### config.mk
export PLATFORM = sky130hd
export DESIGN_NAME = alias_csr_bank
export DESIGN_NICKNAME = d
export VERILOG_FILES = /design/src/rtl/stc_csr_pkg.sv /design/src/rtl/stc_csr_decode.sv /design/src/rtl/stc_csr_global.sv /design/src/rtl/stc_csr_chan.sv /design/src/rtl/alias_csr_bank.sv
export SDC_FILE = /design/constraint.sdc
export NUM_CORES = 1
export LEC_CHECK = 0
export ABC_AREA = 1
export BUFFER_PORTS_ARGS = -buffer_cell sky130_fd_sc_hd__buf_4
export CORE_ASPECT_RATIO = 1.1
export CORE_UTILIZATION = 35
export CTS_CLUSTER_SIZE = 24
export DETAILED_ROUTE_END_ITERATION = 7
export PLACE_DENSITY = 0.57
export REMOVE_ABC_BUFFERS = 1
export SYNTH_ARGS = -nofsm -noshare
export SYNTH_HDL_FRONTEND = slang
export SYNTH_SLANG_ARGS = --single-unit
### constraint.sdc
create_clock -name clk -period 2.6 [get_ports clk]
set_input_delay 0.13 -clock clk [delete_from_list [all_inputs] [get_ports clk]]
set_output_delay 0.13 -clock clk [all_outputs]
set_load 0.005 [all_outputs]
### src/rtl/stc_csr_pkg.sv
package stc_csr_pkg;
  localparam int unsigned ADDR_W = 12;

  typedef enum logic [1:0] {
    OP_WRITE = 2'd0,
    OP_SET   = 2'd1,
    OP_CLR   = 2'd2,
    OP_TOG   = 2'd3
  } alias_op_e;

  // Apply an aliased access; bits outside wmask keep their current value.
  function automatic logic [31:0] alias_apply(input logic [31:0] cur,
                                              input logic [31:0] data,
                                              input alias_op_e op,
                                              input logic [31:0] wmask);
    logic [31:0] nv;
    case (op)
      OP_WRITE: nv = data;
      OP_SET:   nv = cur | data;
      OP_CLR:   nv = cur & ~data;
      default:  nv = cur ^ data;
    endcase
    return (cur & ~wmask) | (nv & wmask);
  endfunction

  function automatic logic [31:0] low_ones(input int unsigned n);
    if (n >= 32) return '1;
    return (32'h1 << n) - 32'h1;
  endfunction
endpackage

### src/rtl/stc_csr_decode.sv
module stc_csr_decode
  import stc_csr_pkg::*;
#(
  parameter int unsigned NCH = 4,
  parameter int unsigned AW  = ADDR_W
) (
  input  logic [AW-1:0]  addr,
  output alias_op_e      op,
  output logic           hit_ctrl,
  output logic           hit_stat,
  output logic           hit_chctl,
  output logic [NCH-1:0] hit_ptr,
  output logic [NCH-1:0] hit_sema,
  output logic [NCH-1:0] hit_cst,
  output logic [NCH-1:0] hit_opt
);
  localparam logic [AW-9:0] CH_AREA = (AW-8)'(1);

  logic aligned, glob_area, chan_area;

  assign aligned   = (addr[1:0] == 2'b00);
  assign glob_area = aligned && (addr[AW-1:6] == '0);
  assign chan_area = aligned && (addr[AW-1:8] == CH_AREA);
  assign op        = alias_op_e'(addr[3:2]);

  assign hit_ctrl  = glob_area && (addr[5:4] == 2'd0);
  assign hit_stat  = glob_area && (addr[5:4] == 2'd1);
  assign hit_chctl = glob_area && (addr[5:4] == 2'd2);

  for (genvar g = 0; g < NCH; g++) begin : g_ch
    logic this_ch;
    assign this_ch     = chan_area && (addr[7:6] == 2'(g));
    assign hit_ptr[g]  = this_ch && (addr[5:4] == 2'd0);
    assign hit_sema[g] = this_ch && (addr[5:4] == 2'd1);
    assign hit_cst[g]  = this_ch && (addr[5:4] == 2'd2);
    assign hit_opt[g]  = this_ch && (addr[5:4] == 2'd3);
  end
endmodule

### src/rtl/stc_csr_global.sv
module stc_csr_global
  import stc_csr_pkg::*;
#(
  parameter int unsigned NCH        = 4,
  parameter bit          HAS_CIPHER = 1'b1,
  parameter bit          HAS_HASH   = 1'b1
) (
  input  logic           clk,
  input  logic           rst_n,
  input  logic           wr_en,
  input  alias_op_e      op,
  input  logic [31:0]    wdata,
  input  logic           hit_ctrl,
  input  logic           hit_stat,
  input  logic           hit_chctl,
  input  logic [NCH-1:0] ch_done,
  input  logic [NCH-1:0] ch_ready,
  input  logic [3:0]     cur_ch,
  output logic [31:0]    ctrl_rd,
  output logic [31:0]    stat_rd,
  output logic [31:0]    chctl_rd,
  output logic           srst,
  output logic           clk_gate,
  output logic [NCH-1:0] irq_en,
  output logic [NCH-1:0] flags,
  output logic [NCH-1:0] ch_enable,
  output logic [NCH-1:0] ch_prio
);
  localparam logic [31:0] EN_MASK     = low_ones(NCH);
  localparam logic [31:0] CTRL_WMASK  = 32'hC000_0000 | EN_MASK;
  localparam logic [31:0] CTRL_RST    = 32'h4000_0000;
  localparam logic [31:0] CAPS        = (HAS_CIPHER ? 32'h2000_0000 : 32'h0) |
                                        (HAS_HASH   ? 32'h1000_0000 : 32'h0);
  localparam logic [31:0] CHCTL_WMASK = EN_MASK | (EN_MASK << 8);

  logic [31:0]    ctrl_q, chctl_q, flag_wide;
  logic [NCH-1:0] flag_q;

  // Control register: never forced by soft reset, so software can release it.
  always_ff @(posedge clk or negedge rst_n) begin
    if (!rst_n)                  ctrl_q <= CTRL_RST;
    else if (wr_en && hit_ctrl)  ctrl_q <= alias_apply(ctrl_q, wdata, op, CTRL_WMASK);
  end

  assign srst = ctrl_q[31];

  always_ff @(posedge clk or negedge rst_n) begin
    if (!rst_n)                  chctl_q <= '0;
    else if (srst)               chctl_q <= '0;
    else if (wr_en && hit_chctl) chctl_q <= alias_apply(chctl_q, wdata, op, CHCTL_WMASK);
  end

  assign flag_wide = alias_apply(32'(flag_q), wdata, op, EN_MASK);

  // Engine completion has priority over a software clear in the same cycle.
  always_ff @(posedge clk or negedge rst_n) begin
    if (!rst_n)                 flag_q <= '0;
    else if (srst)              flag_q <= '0;
    else if (wr_en && hit_stat) flag_q <= flag_wide[NCH-1:0] | ch_done;
    else                        flag_q <= flag_q | ch_done;
  end

  assign ctrl_rd   = ctrl_q | CAPS;
  assign chctl_rd  = chctl_q;
  assign stat_rd   = {4'b0, cur_ch, 4'b0, 4'(ch_ready), 12'b0, 4'(flag_q)};
  assign clk_gate  = ctrl_q[30];
  assign irq_en    = ctrl_q[NCH-1:0];
  assign flags     = flag_q;
  assign ch_enable = chctl_q[NCH-1:0];
  assign ch_prio   = chctl_q[8 +: NCH];

  p_flag_set_r5: assert property (@(posedge clk) disable iff (!rst_n)
    !$past(srst) |-> ((flag_q & $past(ch_done)) == $past(ch_done)));

  p_srst_global_r11: assert property (@(posedge clk) disable iff (!rst_n)
    $past(srst) |-> (chctl_q == 32'h0 && flag_q == '0));

  p_caps_ro_r4: assert property (@(posedge clk) disable iff (!rst_n)
    $past(wr_en && hit_ctrl) |-> (ctrl_rd[29:28] == {HAS_CIPHER, HAS_HASH}));
endmodule

### src/rtl/stc_csr_chan.sv
module stc_csr_chan
  import stc_csr_pkg::*;
(
  input  logic        clk,
  input  logic        rst_n,
  input  logic        srst,
  input  logic        wr_en,
  input  alias_op_e   op,
  input  logic [31:0] wdata,
  input  logic        hit_ptr,
  input  logic        hit_sema,
  input  logic        hit_cst,
  input  logic        hit_opt,
  input  logic        done,
  input  logic        err,
  input  logic [7:0]  err_code,
  output logic [31:0] ptr_q,
  output logic [31:0] opt_q,
  output logic [7:0]  sema_q,
  output logic [7:0]  cst_q,
  output logic        kick
);
  logic [31:0] sema_next, cst_next;
  logic [7:0]  cst_d;
  logic        sema_wr, sema_start;

  assign sema_next  = alias_apply(32'(sema_q), wdata, op, 32'h0000_00FF);
  assign cst_next   = alias_apply(32'(cst_q), wdata, op, 32'h0000_00FF);
  assign sema_wr    = wr_en && hit_sema;
  assign sema_start = sema_wr && (sema_next[7:0] != 8'h00);

  always_comb begin
    cst_d = (wr_en && hit_cst) ? cst_next[7:0] : cst_q;
    if (err) cst_d = cst_d | err_code;
  end

  always_ff @(posedge clk or negedge rst_n) begin
    if (!rst_n) begin
      ptr_q <= '0; opt_q <= '0; sema_q <= '0; cst_q <= '0; kick <= 1'b0;
    end else if (srst) begin
      ptr_q <= '0; opt_q <= '0; sema_q <= '0; cst_q <= '0; kick <= 1'b0;
    end else begin
      if (wr_en && hit_ptr) ptr_q <= alias_apply(ptr_q, wdata, op, 32'hFFFF_FFFF);
      if (wr_en && hit_opt) opt_q <= alias_apply(opt_q, wdata, op, 32'hFFFF_FFFF);
      if (sema_wr)                       sema_q <= sema_next[7:0];
      else if (done && sema_q != 8'h00)  sema_q <= sema_q - 8'd1;
      cst_q <= cst_d;
      kick  <= sema_start;
    end
  end

  p_kick_after_write_r9: assert property (@(posedge clk) disable iff (!rst_n)
    kick |-> $past(wr_en && hit_sema));

  p_sema_dec_r9: assert property (@(posedge clk) disable iff (!rst_n)
    (!$past(srst) && $past(done && !(wr_en && hit_sema) && sema_q != 8'h00))
      |-> (sema_q == $past(sema_q) - 8'd1));

  p_err_sticky_r10: assert property (@(posedge clk) disable iff (!rst_n)
    ($past(err) && !$past(srst)) |-> ((cst_q & $past(err_code)) == $past(err_code)));

  p_srst_hold_r11: assert property (@(posedge clk) disable iff (!rst_n)
    $past(srst) |-> (ptr_q == 32'h0 && opt_q == 32'h0 && sema_q == 8'h0 &&
                     cst_q == 8'h0 && !kick));
endmodule

### src/rtl/alias_csr_bank.sv
module alias_csr_bank
  import stc_csr_pkg::*;
#(
  parameter int unsigned NCH        = 4,
  parameter bit          HAS_CIPHER = 1'b1,
  parameter bit          HAS_HASH   = 1'b1
) (
  input  logic                 clk,
  input  logic                 rst_n,
  input  logic [ADDR_W-1:0]    bus_addr,
  input  logic                 bus_wr,
  input  logic [31:0]          bus_wdata,
  output logic [31:0]          bus_rdata,
  input  logic [NCH-1:0]       eng_done,
  input  logic [NCH-1:0]       eng_err,
  input  logic [8*NCH-1:0]     eng_err_code,
  input  logic [NCH-1:0]       eng_ready,
  input  logic [3:0]           eng_cur,
  output logic                 soft_reset,
  output logic                 clock_gate,
  output logic [NCH-1:0]       chan_enable,
  output logic [NCH-1:0]       chan_high_prio,
  output logic [32*NCH-1:0]    chan_ptr,
  output logic [32*NCH-1:0]    chan_opt,
  output logic [NCH-1:0]       chan_kick,
  output logic                 irq
);
  alias_op_e      op;
  logic           hit_ctrl, hit_stat, hit_chctl;
  logic [NCH-1:0] hit_ptr, hit_sema, hit_cst, hit_opt;
  logic [31:0]    ctrl_rd, stat_rd, chctl_rd;
  logic [NCH-1:0] irq_en, flags;
  logic [7:0]     sema_v [NCH];
  logic [7:0]     cst_v  [NCH];

  stc_csr_decode #(.NCH(NCH), .AW(ADDR_W)) u_dec (
    .addr(bus_addr), .op(op), .hit_ctrl(hit_ctrl), .hit_stat(hit_stat),
    .hit_chctl(hit_chctl), .hit_ptr(hit_ptr), .hit_sema(hit_sema),
    .hit_cst(hit_cst), .hit_opt(hit_opt)
  );

  stc_csr_global #(.NCH(NCH), .HAS_CIPHER(HAS_CIPHER), .HAS_HASH(HAS_HASH)) u_glb (
    .clk(clk), .rst_n(rst_n), .wr_en(bus_wr), .op(op), .wdata(bus_wdata),
    .hit_ctrl(hit_ctrl), .hit_stat(hit_stat), .hit_chctl(hit_chctl),
    .ch_done(eng_done), .ch_ready(eng_ready), .cur_ch(eng_cur),
    .ctrl_rd(ctrl_rd), .stat_rd(stat_rd), .chctl_rd(chctl_rd),
    .srst(soft_reset), .clk_gate(clock_gate), .irq_en(irq_en), .flags(flags),
    .ch_enable(chan_enable), .ch_prio(chan_high_prio)
  );

  for (genvar g = 0; g < NCH; g++) begin : g_bank
    stc_csr_chan u_ch (
      .clk(clk), .rst_n(rst_n), .srst(soft_reset), .wr_en(bus_wr), .op(op),
      .wdata(bus_wdata), .hit_ptr(hit_ptr[g]), .hit_sema(hit_sema[g]),
      .hit_cst(hit_cst[g]), .hit_opt(hit_opt[g]), .done(eng_done[g]),
      .err(eng_err[g]), .err_code(eng_err_code[8*g +: 8]),
      .ptr_q(chan_ptr[32*g +: 32]), .opt_q(chan_opt[32*g +: 32]),
      .sema_q(sema_v[g]), .cst_q(cst_v[g]), .kick(chan_kick[g])
    );
  end

  always_comb begin
    bus_rdata = '0;
    if (hit_ctrl)  bus_rdata = ctrl_rd;
    if (hit_stat)  bus_rdata = stat_rd;
    if (hit_chctl) bus_rdata = chctl_rd;
    for (int i = 0; i < NCH; i++) begin
      if (hit_ptr[i])  bus_rdata = chan_ptr[32*i +: 32];
      if (hit_sema[i]) bus_rdata = 32'(sema_v[i]);
      if (hit_cst[i])  bus_rdata = 32'(cst_v[i]);
      if (hit_opt[i])  bus_rdata = chan_opt[32*i +: 32];
    end
  end

  assign irq = |(flags & irq_en);

  p_one_hit_r3: assert property (@(posedge clk) disable iff (!rst_n)
    $onehot0({hit_ctrl, hit_stat, hit_chctl, hit_ptr, hit_sema, hit_cst, hit_opt}));

  p_irq_rise_r6: assert property (@(posedge clk) disable iff (!rst_n)
    $rose(irq) |-> ($past(bus_wr) || ($past(eng_done) != '0)));
endmodule

==> metrics.yaml, run 1 <==
timing:
  finalMaxSlewViolations: 0
  setup_viol: 4
  rsz0062_at_grt: "yes"
  maxSlewHeadroom_pct: 31.4
  fin_crit_ns: 2.74
  holdWs_ns: 0.0299
  worst_pin_slew_ns: 1.03
  finalWorstSetupSlack_ns: -0.138
  finalCritPeriodShare_pct: 105
  finalSetupTns_ns: -0.276
  clock_skew_ns: 0.0212
  clock.fmax_mhz: 365
  hold_viol_final: 0
cts:
  clkLatencyLatePin_ns: 0.61
  clkSinkCount: 342
  cts_root_buf: "clkbuf_16"
  clkSlewWorstSetupHoldPaths_ns: 0.06
  cts_buffers: 47
  cts_tree: "yes"
  cts_buffer_depth: 3
  h-tree-depth: 2
synthesis:
  syn_inst: 4134
  syn_avg_cell_area_um2: 7.85
  synth.distinct_cells: 44
  synth_top_area_cell: "ha_1"
  async_flop_share_pct: 100
  yosysWarnings: 0
  synth-edff-count: 0
  yosysTopAreaCellShare_pct: 26.4
  ys_ff_latch: 342
  netlist_area_mm2: 0.0324
  yosys-top-cells-area: "ha_1 (26%), dfrtp_1 (26%), o21ai_0 (9.9%), nand2_1 (9.6%), o221ai_1 (7.0%)"
  synthFlopType: "dfrtp_1"
  ys_seq_area_share_pct: 26.4
layout:
  layout_common_cells: "nand2_1 (813), ha_1 (684), o21ai_0 (636)"
  nets: 5384
  layout_commonest_cell: "nand2_1"
  drive_above_1_share_pct: 16.8
  fin_cells: 5814
  n_fill_cell: 9240
  synthToLayoutAreaGrowth_pct: 24.2
run_status:
  violations: "negative setup slack"
  status: "finished with violations"
worst_setup_path:
  cp_common_cell: "nand2_1"
  cp-end-kind: "output port"
  crit_arrival_ns: 2.61
  start_kind: "flop"
  crit_required_ns: 2.47
  worstPathCellList: "o211ai_1 -> nand2_1 -> nand2_1 -> nand2_1 -> nand2_1 -> nand2_1 -> nand2_1 -> nand2_1 -> nand2_1 -> nand2_1 -> nand2_1 -> nand2_1 -> nand2_1 -> nand2_1 -> nand2_1 -> nand2_1 -> nand2_2 -> nand2_1 -> nand2_1 -> nand2_1 -> nand2_1 -> nand2_2 -> buf_6"
  crit_path_top_delay_cell: "dfrtp_1"
  cp.buffers_inverters: 1
  worstPathMaxFanout: 2
  max_stage_delay_ns: 0.43
  cpLargestDelayFamily: "simple AND/OR/NAND/NOR gates"
  path_class: "flop to output port"
placement:
  dp.cells: 5629
  gp_congestion: 0.933
  hpwl_mm: 90.1
  io_buffer_count: 397
drt:
  drtIter0Drc: 2747
  firstDrtPassIters: 6
  wl_mm: 134
  route.vias.total: 32446
  final_antenna_net_count: 0
  avgRoutedWirePerCell_um: 23.0
  drc: 0
  detail_route.vias_per_cell: 5.58
die:
  initial_core_util_pct: 35.5
  core_area_mm2: 0.0914
  die_area_mm2: 0.0939
  die_x_um: 292
  rows: 116
  io_pins: 398
  die_y_um: 321
flow_run:
  maxCapViolations: 0
grt:
  grt_max_degree: 145
  grt_pass1_wl_mm: 199
  first_global_vias: 30273
  track_usage_pct: 27.7
  grt_overflow_total: 0
  grt_antenna_before_repair: 0
power:
  vdd.ir_drop.worst_uv: 400
  p_per_area_mw_per_mm2: 354
  p_leak_uw: 0.0183
worst_hold_path:
  hold_path_class: "input pin to asynchronous set/reset pin"
-- layer usage --
metal | track usage, % | share of wire, % | vias up
met2 | 43.3 | 45 | 1187
met5 | 0 | 0 | -
met4 | 10.8 | 4.0 | 0
li1 | - | - | 15347
met1 | 38.2 | 44 | 15678
met3 | 4.15 | 6.8 | 234
-- power by group --
part           switching, µW  total (µW)  internal (µW)
Sequential              88.7        5470           5380
Combinational           1650        2470            815
Clock                   2740        6330           3590
-- worst register-to-register path: cells and delay by family (launching register included) --
kind / cells / cell delay (ns)
buffers and inverters: 3 / 0.82
AO/OA/AOI/OAI: 2 / 0.38
flip-flops: 1 / 0.37
adder cells (fa/ha/maj): 1 / 0.26
AND/OR/NAND/NOR: 2 / 0.11
-- sequential cells by signal, summed over array words and instances, names as in the netlist --
register            cells
g_bank.u_ch.kick        4
g_bank.u_ch.ptr_q     128
u_glb.ctrl_q            6
g_bank.u_ch.opt_q     128
u_glb.chctl_rd          8
g_bank.u_ch.sema_q     32
u_glb.flags             4
g_bank.u_ch.cst_q      32
-- Yosys cell counts (2+ instances only) --
cell and instances:
dfrtp_1 341, nand4_1 12, nor3_1 12, o21ai_0 640
o22a_1 18, clkbuf_1 209, a31oi_1 2, nand2_1 830
nor3_4 2, nand3_1 17, o2111ai_1 23, xnor2_1 4
a22oi_1 11, nand2_2 3, ha_1 684, nor2_1 75
buf_4 8, nor2_8 2, o22ai_1 128, a211oi_1 5
xor2_1 18, o221ai_1 260, nor2_4 7, nor2_2 7
o21ai_1 70, clkinv_1 10, nand3_2 3, buf_2 23
inv_2 20, inv_1 464, buf_1 17, a21oi_1 126
o211ai_1 37, nor4_1 9, a221oi_1 28
-- layout make-up --
type | instances | area, µm² | area share, %
Sequential cell | 342 | 8580 | 21.3
Clock inverter | 10 | 82.6 | 0.205
Timing Repair Buffer | 678 | 5780 | 14.3
Antenna cell | 1 | 2.50 | 0.00621
Clock buffer | 67 | 1320 | 3.28
Multi-Input combinational cell | 3039 | 21200 | 52.5
Timing Repair inverter | 1 | 8.76 | 0.0217
Inverter | 496 | 1890 | 4.68
Tap cell | 1180 | 1480 | 3.66
-- final timing paths --
path / from / endpoint / slack [ns] / depth (start not counted)
worst min register to register: g_bank[0].u_ch.opt_q[6]$_DFFE_PN0P_ / g_bank[0].u_ch.opt_q[6]$_DFFE_PN0P_ / 0.52 / 2
max in group asynchronous: rst_n / g_bank[0].u_ch.ptr_q[3]$_DFFE_PN0P_ / 1.52 / 3
worst max-delay path: u_glb.ctrl_q[2]$_DFFE_PN0P_ / bus_rdata[2] / -0.14 / 23
worst max register to register: g_bank[0].u_ch.cst_q[7]$_DFF_PN0_ / g_bank[0].u_ch.cst_q[7]$_DFF_PN0_ / 0.53 / 8
min in group clk: bus_wdata[4] / g_bank[2].u_ch.opt_q[4]$_DFFE_PN0P_ / 0.03 / 5
worst min-delay path: rst_n / g_bank[1].u_ch.ptr_q[14]$_DFFE_PN0P_ / 0.03 / 2
-- through the flow --
stage | setup slack (ns) | total power [µW] | utilization (%) | instance area [µm²]
finish | -0.138 | 14300 | 44.1 | 40300
floorplan | -8.78 | 6740 | - | 31400
global placement | -0.0532 | 7840 | 41.2 | 37700
detailed placement | -0.101 | 7870 | 41.2 | 37700
CTS | -0.181 | 14400 | 43.9 | 40100
global route | -0.340 | 14800 | 44.1 | 40300
-- cell families after synthesis --
kind of cell,share of synthesized area [%]
compound gates,25.6
simple gates,12.1
flops,26.4
fa+ha+maj,26.4
buf+inv,8.90
xor+xnor,0.594
mux,0.0308
-- what timing repair did --
| item | 4_1_cts | 5_1_grt |
|---|---|---|
| cloned | 1 | 0 |
| hold buffers | 82 | 0 |
| buffers inserted | 13 | 11 |
| endpoints found under the hold margin | 351 | 0 |
| pin swaps | 23 | 18 |
| endpoints found under the setup margin | 10 | 20 |
| resized for setup | 45 | 26 |
Note: power is estimated with default switching activity, not from simulation.
==> run 2: changes to the inputs <==
--- a/config.mk
+++ b/config.mk
@@ -12,7 +12,6 @@
 export CTS_CLUSTER_SIZE = 24
 export DETAILED_ROUTE_END_ITERATION = 7
 export PLACE_DENSITY = 0.57
-export REMOVE_ABC_BUFFERS = 1
 export SYNTH_ARGS = -nofsm -noshare
 export SYNTH_HDL_FRONTEND = slang
 export SYNTH_SLANG_ARGS = --single-unit
==> metrics.yaml, run 2 (synthesis results as in run 1) <==
placement:
  gp_congestion: 0.976  # +4.6%
  io_buffer_count: 397  # unchanged
  pre_cts_ws_ns: -0.105  # -0.00388 ns
  hpwl_mm: 102  # +14%
worst_setup_path:
  path_class: "flop to output port"
  cp.buffers_inverters: 2  # +1
  max_stage_delay_ns: 0.39  # -0.04 ns
  reg2reg_slack_ns: 0.21  # -0.32 ns
  worstPathCellList: "inv_2 -> o22ai_2 -> a221oi_2 -> nand4_1 -> nor2_2 -> nand3_2 -> o21ai_1 -> nand4_1 -> nand2_1 -> nand4_1 -> buf_4"
  start_kind: "flop"
  crit_path_top_delay_cell: "dfrtp_1"
  cp_common_cell: "nand4_1"
  cpLargestDelayFamily: "simple AND/OR/NAND/NOR gates"
  r2r_start: "u_glb.ctrl_q[31]$_DFFE_PN0P_"
  cp-end-kind: "output port"
  crit_required_ns: 2.47  # about the same
  worstPathMaxFanout: 4  # +2
  worstReg2RegEnd: "g_bank[1].u_ch.ptr_q[12]$_DFFE_PN0P_"
  worstRegToRegCells: 7  # -1
  crit_arrival_ns: 2.62  # about the same
die:
  die_x_um: 292  # unchanged
  rows: 116  # unchanged
  core_area_mm2: 0.0914  # unchanged
  initial_core_util_pct: 35.5  # unchanged
  die_area_mm2: 0.0939  # unchanged
  io_pins: 398  # unchanged
  die_y_um: 321  # unchanged
timing:
  maxSlewHeadroom_pct: 31.2  # -0.21 points
  finalCritPeriodShare_pct: 106  # +0.26 points
  hold_viol_final: 0  # unchanged
  rsz0062_at_grt: "yes"
  finalSetupTns_ns: -0.444  # -0.168 ns
  finalWorstSetupSlack_ns: -0.145  # -0.00676 ns
  clock_skew_ns: 0.0136  # -0.00764 ns
  worst_pin_slew_ns: 1.03  # +0.00469 ns
  clock.fmax_mhz: 364  # -0.25%
  holdWs_ns: 0.0155  # -0.0144 ns
  fin_crit_ns: 2.75  # +0.00676 ns
  finalMaxSlewViolations: 0  # unchanged
  setup_viol: 5  # +1
grt:
  grt_max_degree: 126  # -13%
  track_usage_pct: 29.3  # +1.6 points
  grt_antenna_before_repair: 10  # +10
  grt_overflow_total: 0  # unchanged
  first_global_vias: 31035  # +2.5%
  grt_pass1_wl_mm: 208  # +4.6%
drt:
  detail_route.vias_per_cell: 5.56  # -0.41%
  final_antenna_net_count: 0  # unchanged
  wl_mm: 141  # +5.2%
  drtIter0Drc: 2910  # +5.9%
  route.vias.total: 32591  # +0.45%
  avgRoutedWirePerCell_um: 24.0  # +4.3%
  firstDrtPassIters: 6  # unchanged
  drc: 0  # unchanged
run_status:
  status: "finished with violations"
  violations: "negative setup slack"
cts:
  clkLatencyLatePin_ns: 0.62  # about the same
  cts_buffers: 49  # +4.3%
  h-tree-depth: 2  # unchanged
  cts_buffer_depth: 3  # unchanged
  cts_tree: "yes"
  cts_root_buf: "clkbuf_16"
  clkSinkCount: 342  # unchanged
  clkSlewWorstSetupHoldPaths_ns: 0.06  # about the same
worst_hold_path:
  hold_path_class: "input pin to asynchronous set/reset pin"
power:
  p_leak_uw: 0.0186  # +1.7%
  p_per_area_mw_per_mm2: 363  # +2.5%
  vdd.ir_drop.worst_uv: 455  # +14%
flow_run:
  maxCapViolations: 0  # unchanged
layout:
  layout_common_cells: "nand2_1 (813), ha_1 (684), o21ai_0 (629)"
  layout_commonest_cell: "nand2_1"
  synthToLayoutAreaGrowth_pct: 25.6
  largest_registers: "g_bank.u_ch.opt_q: 128 flops, g_bank.u_ch.ptr_q: 128 flops"
  drive_above_1_share_pct: 17.7  # +0.92 points
  nets: 5421  # +0.69%
synthesis:
  synthesis.nets: 4913
[run 2: area by class of cell]
| cell class | instances | area (µm²) |
|---|---|---|
| fillers | 9229 | 50700 |
| multi-input cells | 3039 | 21300 |
| flip-flops and latches | 342 | 8580 |
| repair buffers | 714 | 6000 |
| inverters | 496 | 1880 |
| clock buffers | 87 | 1530 |
| well taps | 1180 | 1480 |
| clock inverters | 3 | 18.8 |
| diodes | 3 | 7.51 |
[run 2: routing by layer]
metal / vias to the layer above / track usage [%] / part of all wire, %
li1: 15462 / - / -
met1: 15823 / 35.1 / 39
met2: 1081 / 51.0 / 49
met3: 211 / 6.48 / 7.4
met4: 14 / 10.9 / 3.9
met5: - / 0 / 0.066
[run 2: repair_timing]
| action | in CTS | in global routing |
|---|---|---|
| endpoints found under the setup margin | 22 | 22 |
| pin swaps | 19 | 25 |
| cloned | 0 | 0 |
| hold buffers | 81 | 0 |
| setup buffers | 15 | 14 |
| resized for setup | 61 | 32 |
| hold endpoints to repair | 368 | 0 |
[run 2: per-stage QoR]
stage | cells | total power (µW) | utilization (%) | cell area (µm²)
after floorplan | 4134 | 6780 | - | 32400
after detailed placement | 5662 | 7990 | 41.5 | 37900
after CTS | 5848 | 14900 | 44.4 | 40600
after global routing | 5863 | 15300 | 44.6 | 40700
final | 5864 | 14800 | 44.6 | 40700
after global placement | 5662 | 7960 | 41.5 | 37900
[run 2: power breakdown]
group / switching, µW / leakage, µW / internal (µW)
Sequential: 88.0 / 0.00472 / 5380
Combinational: 1720 / 0.0131 / 851
Clock: 2800 / 0.000755 / 3940
Total: 4610 / 0.0186 / 10200
[run 2: worst max path at each step]
| stage | from | to | slack, ns | depth (start not counted) |
|---|---|---|---|---|
| global placement | bus_addr[1] | bus_rdata[4] | -0.11 | 21 |
| detailed placement | bus_addr[1] | bus_rdata[4] | -0.11 | 21 |
| finish | u_glb.ctrl_q[3]$_DFFE_PN0P_ | bus_rdata[3] | -0.15 | 11 |
| floorplan | u_glb.ctrl_q[31]$_DFFE_PN0P_ | u_glb.ctrl_q[31]$_DFFE_PN0P_ | 0.40 | 8 |
| global route | u_glb.ctrl_q[0]$_DFFE_PN0P_ | bus_rdata[0] | -0.33 | 23 |
| CTS | u_glb.ctrl_q[2]$_DFFE_PN0P_ | bus_rdata[2] | -0.14 | 23 |
